File: src/rtl/iag_pkg.sv
package iag_pkg;
  // slots opened in the current cycle
  typedef struct packed {
    logic open_mask;  // maskable may be taken
    logic open_nmi;   // nmi may be taken
    logic xfer_slot;  // nmi slot inside a word-count transfer
  } win_t;

  typedef enum logic [1:0] {
    TAKE_NONE = 2'd0,
    TAKE_IRQ  = 2'd1,
    TAKE_NMI  = 2'd2
  } take_e;
endpackage

File: src/rtl/iag_window.sv
module iag_window
  import iag_pkg::*;
(
  input  logic insn_bnd_i,
  input  logic inhib_insn_i,
  input  logic xfer_busy_i,
  input  logic xfer_word_i,
  input  logic xfer_bnd_i,
  output win_t win_o
);
  logic insn_ok;
  logic word_bnd;

  // instruction boundaries do not count while a transfer owns the sequencer
  assign insn_ok  = insn_bnd_i & ~inhib_insn_i & ~xfer_busy_i;
  assign word_bnd = xfer_busy_i & xfer_word_i & xfer_bnd_i;

  always_comb begin
    win_o.open_mask = insn_ok;
    win_o.open_nmi  = insn_ok | word_bnd;
    win_o.xfer_slot = word_bnd;
  end
endmodule

File: src/rtl/iag_arbiter.sv
module iag_arbiter
  import iag_pkg::*;
(
  input  logic clk_i,
  input  logic rst_ni,
  input  win_t win_i,
  input  logic irq_req_i,
  input  logic nmi_req_i,
  input  logic ack_done_i,
  output logic accept_o,
  output logic accept_nmi_o,
  output logic abort_xfer_o
);
  take_e take;
  logic  busy_q;

  always_comb begin
    take = TAKE_NONE;
    if (!busy_q) begin
      if (nmi_req_i && win_i.open_nmi)       take = TAKE_NMI;
      else if (irq_req_i && win_i.open_mask) take = TAKE_IRQ;
    end
  end

  always_ff @(posedge clk_i or negedge rst_ni) begin
    if (!rst_ni) begin
      busy_q       <= 1'b0;
      accept_o     <= 1'b0;
      accept_nmi_o <= 1'b0;
      abort_xfer_o <= 1'b0;
    end else begin
      accept_o     <= (take != TAKE_NONE);
      accept_nmi_o <= (take == TAKE_NMI);
      abort_xfer_o <= (take == TAKE_NMI) && win_i.xfer_slot;
      if (take != TAKE_NONE) busy_q <= 1'b1;
      else if (ack_done_i)   busy_q <= 1'b0;
    end
  end


  pulse_once_chk: assert property (@(posedge clk_i) disable iff (!rst_ni)
    accept_o |=> !accept_o);

  hold_until_ack_chk: assert property (@(posedge clk_i) disable iff (!rst_ni)
    (busy_q && !ack_done_i) |=> !accept_o);
endmodule

File: src/rtl/irq_accept_gate.sv
module irq_accept_gate
  import iag_pkg::*;
(
  input  logic clk_i,
  input  logic rst_ni,
  input  logic irq_req_i,
  input  logic nmi_req_i,
  input  logic insn_bnd_i,
  input  logic inhib_insn_i,
  input  logic xfer_busy_i,
  input  logic xfer_word_i,
  input  logic xfer_bnd_i,
  input  logic ack_done_i,
  output logic accept_o,
  output logic accept_nmi_o,
  output logic abort_xfer_o
);
  win_t win;

  iag_window u_window (
    .insn_bnd_i  (insn_bnd_i),
    .inhib_insn_i(inhib_insn_i),
    .xfer_busy_i (xfer_busy_i),
    .xfer_word_i (xfer_word_i),
    .xfer_bnd_i  (xfer_bnd_i),
    .win_o       (win)
  );

  iag_arbiter u_arb (
    .clk_i       (clk_i),
    .rst_ni      (rst_ni),
    .win_i       (win),
    .irq_req_i   (irq_req_i),
    .nmi_req_i   (nmi_req_i),
    .ack_done_i  (ack_done_i),
    .accept_o    (accept_o),
    .accept_nmi_o(accept_nmi_o),
    .abort_xfer_o(abort_xfer_o)
  );


  inhib_block_chk: assert property (@(posedge clk_i) disable iff (!rst_ni)
    (insn_bnd_i && inhib_insn_i && !xfer_busy_i) |=> !accept_o);

  byte_xfer_block_chk: assert property (@(posedge clk_i) disable iff (!rst_ni)
    (xfer_busy_i && !xfer_word_i) |=> !accept_o);

  word_xfer_mask_chk: assert property (@(posedge clk_i) disable iff (!rst_ni)
    (xfer_busy_i && xfer_word_i) |=> !(accept_o && !accept_nmi_o));

  word_xfer_slot_chk: assert property (@(posedge clk_i) disable iff (!rst_ni)
    (xfer_busy_i && !xfer_bnd_i) |=> !accept_o);

  abort_tag_chk: assert property (@(posedge clk_i) disable iff (!rst_ni)
    abort_xfer_o |-> (accept_nmi_o && accept_o));

  nmi_tag_chk: assert property (@(posedge clk_i) disable iff (!rst_ni)
    accept_nmi_o |-> accept_o);
endmodule

File: config.mk
export PLATFORM = sky130hd
export DESIGN_NAME = irq_accept_gate
export DESIGN_NICKNAME = d
export VERILOG_FILES = /design/src/rtl/iag_pkg.sv /design/src/rtl/iag_window.sv /design/src/rtl/iag_arbiter.sv /design/src/rtl/irq_accept_gate.sv
export SDC_FILE = /design/constraint.sdc
export NUM_CORES = 1
export LEC_CHECK = 0
export ABC_AREA = 1
export CORE_AREA = 2 2 39 41
export CTS_BUF_LIST = sky130_fd_sc_hd__clkbuf_16
export DETAILED_ROUTE_END_ITERATION = 12
export DIE_AREA = 0 0 41 43
export PLACE_DENSITY = 0.36
export SLEW_MARGIN = 20
export SYNTH_ARGS = -nofsm -noshare
export SYNTH_HDL_FRONTEND = slang
export SYNTH_SLANG_ARGS = --single-unit
File: constraint.sdc
create_clock -name clk_i -period 2 [get_ports clk_i]
set_input_delay 0.2 -clock clk_i [delete_from_list [all_inputs] [get_ports clk_i]]
set_output_delay 0.2 -clock clk_i [all_outputs]
set_load 0.02 [all_outputs]
==> flow_summary.yaml <==
setup_path:
  crit_chain: "clkdlybuf4s50_1"
  critPathTopFamily: "buffers and inverters"
  arrival_ns: 1.13
  endpoint_kind: "primary output"
  path_class: "register to primary output"
  cpMaxStageDelayCell: "clkdlybuf4s50_1"
  startpoint_type: "register"
  cp.required_ns: 1.80
  cp_max_fo: 1
  cp_num_buf_inv: 1
  cpPeakStageDelay_ns: 0.59
timing:
  period_needed_ns: 1.33
  fmax_mhz: 754
  hold_ws_ns: 0.177
  worst_clock_skew_ns: 0.00132
  final_max_slew_viol_count: 0
  fin_crit_sh_pct: 66.3
  slew_headroom_pct: 85.8
  rsz0062_at_grt: "no"
  tightest_slew_ns: 0.213
  finalHoldViolations: 0
  setup_viol_count_final: 0
  setup_tns_ns: 0
layout:
  final_common_cell: "clkdlybuf4s50_1"
  area_growth_pct: 126
  stdcell_area_um2: 385
  register_area_um2: 100
  diodes: 0
  final_cell_mix: "12 x clkdlybuf4s50_1, 5 x inv_1, 4 x nor2_1, 4 x nand2_1, 4 x dfrtp_1"
  fin_nets: 48
  layout-drive-gt1-share_pct: 8.33
  multi_input_area_um2: 51.3
  fillCellCount: 151
yosys:
  synth_area_um2: 170
  ys_ff_latch: 4
  yosys-top-cells-area: "dfrtp_1 59%, inv_1 11%, nand3_1 8.8%"
  ys_warn_count: 0
  syn_avg_cell_area_um2: 8.10
  synth_top_area_share_pct: 58.8
  syn-instance-count: 21
  ys_types: 6
  syn_nets: 31
  yosysSeqAreaShare_pct: 58.8
  yosysTopAreaCell: "dfrtp_1"
placement:
  io_buffers: 12
  dpl.hpwl_um: 317
  gp_congestion: 0.610
  dpl_cell_area_um2: 310
global_routing:
  use_met3_pct: 3.14
  antenna_found_initial: 0
  grtUsageMet1_pct: 6.82
  grt_pass1_wl_um: 669
  top_usage_layer: "met4"
  grt_pass1_vias: 188
  grt.total_usage_pct: 6.45
  grt_max_degree: 5
  grt_use_met2_pct: 6.88
  grt_overflow: 0
clocking:
  cts_num_sinks: 4
  cts_resized: 0
  cts_buffers: 3
  clk_pin_slew_ns: 0.03
  cts_hold_buffers: 0
  h-tree-depth: 1
  root_buffer: "clkbuf_16"
  post_cts_buffers: 0
  worst_skew_pair.late_latency_ns: 0.22
  cts_buffer_depth: 2
  cts_tree: "yes"
floorplan:
  dieArea_um2: 1760
  die_h_um: 43
  initial_core_util_pct: 12.3
  dieWidth_um: 41
  coreArea_um2: 1380
  pin_count: 13
  rows: 14
route:
  drt-total-wl_um: 373
  wire_per_inst_um: 7.17
  ant_nets: 0
  first_pass_iters: 2
  drc: 0
  viasPerCell: 3.42
  vias: 178
  drt_iter0_markers: 2
run:
  drv_cap: 0
hold_path:
  hold_path_class: "primary input to async pin"
pwr:
  powerDensity_nw_per_um2: 1130
  p_leak_nw: 0.199
  peakVddDrop_mv: 0.255
outcome:
  status: "completed"
logic make-up after synthesis:
logic type	share of synthesized area (%)
buffers and inverters	11.0
and+or+nand+nor	30.1
DFF	58.8
metrics by stage:
| step | std cells | util [%] | setup slack, ns | total power, mW |
|---|---|---|---|---|
| 6_report | 52 | 27.8 | 0.674 | 0.435 |
| 5_1_grt | 52 | 27.8 | 0.632 | 0.455 |
| 4_1_cts | 52 | 27.8 | 0.665 | 0.441 |
| 3_5_place_dp | 49 | 22.4 | 0.877 | 0.132 |
| 3_3_place_gp | 49 | 22.4 | 0.893 | 0.131 |
| 2_1_floorplan | 21 | - | 1.25 | 0.104 |
state kept, by name (all words and copies together) (netlist names):
name,count
u_arb.accept_nmi_o,1
u_arb.accept_o,1
u_arb.busy_q,1
u_arb.abort_xfer_o,1
power by group:
part	total [mW]	leakage, nW	internal (mW)	switching (mW)
Combinational	0.0402	0.109	0.0251	0.0151
Sequential	0.0902	0.0537	0.0873	0.00291
Clock	0.304	0.0370	0.255	0.0496
layer usage:
| layer | wire length [um] | vias up | part of all wire (%) |
|---|---|---|---|
| li1 | - | 94 | - |
| met1 | 152 | 70 | 41 |
| met2 | 174 | 14 | 47 |
| met3 | 46 | 0 | 12 |
| met4 | 0 | 0 | 0 |
| met5 | 0 | - | 0 |
worst reg2reg max path, cell delays in order (launching register included):
cell and delay, ns:
dfrtp_1 0.39, nor2_1 0.15, nand2_1 0.12, nand4_1 0.11
final timing paths:
kind | depth (start not counted) | startpoint | endpoint | slack, ns
worst min register to register | 2 | u_arb.busy_q | u_arb.busy_q | 0.54
min in group clk_i | 2 | u_arb.busy_q | u_arb.busy_q | 0.54
max in group asynchronous | 1 | rst_ni | u_arb.accept_o | 1.66
worst max-delay path | 1 | u_arb.abort_xfer_o | abort_xfer_o | 0.67
worst max register to register | 3 | u_arb.busy_q | u_arb.busy_q | 1.18
worst min-delay path | 1 | rst_ni | u_arb.busy_q | 0.18
Yosys cell counts:
cell,number
dfrtp_1,4
inv_1,5
nand2_1,4
nand3_1,3
nand4_1,1
nor2_1,4
area by class of cell:
| type | count | share of cell area [%] |
|---|---|---|
| flip-flops and latches | 4 | 26.0 |
| inverters | 5 | 4.87 |
| clock buffers | 3 | 19.5 |
| repair buffers | 12 | 31.2 |
| well taps | 16 | 5.19 |
| multi-input cells | 12 | 13.3 |
No activity file was read; power rests on OpenSTA's default activity.
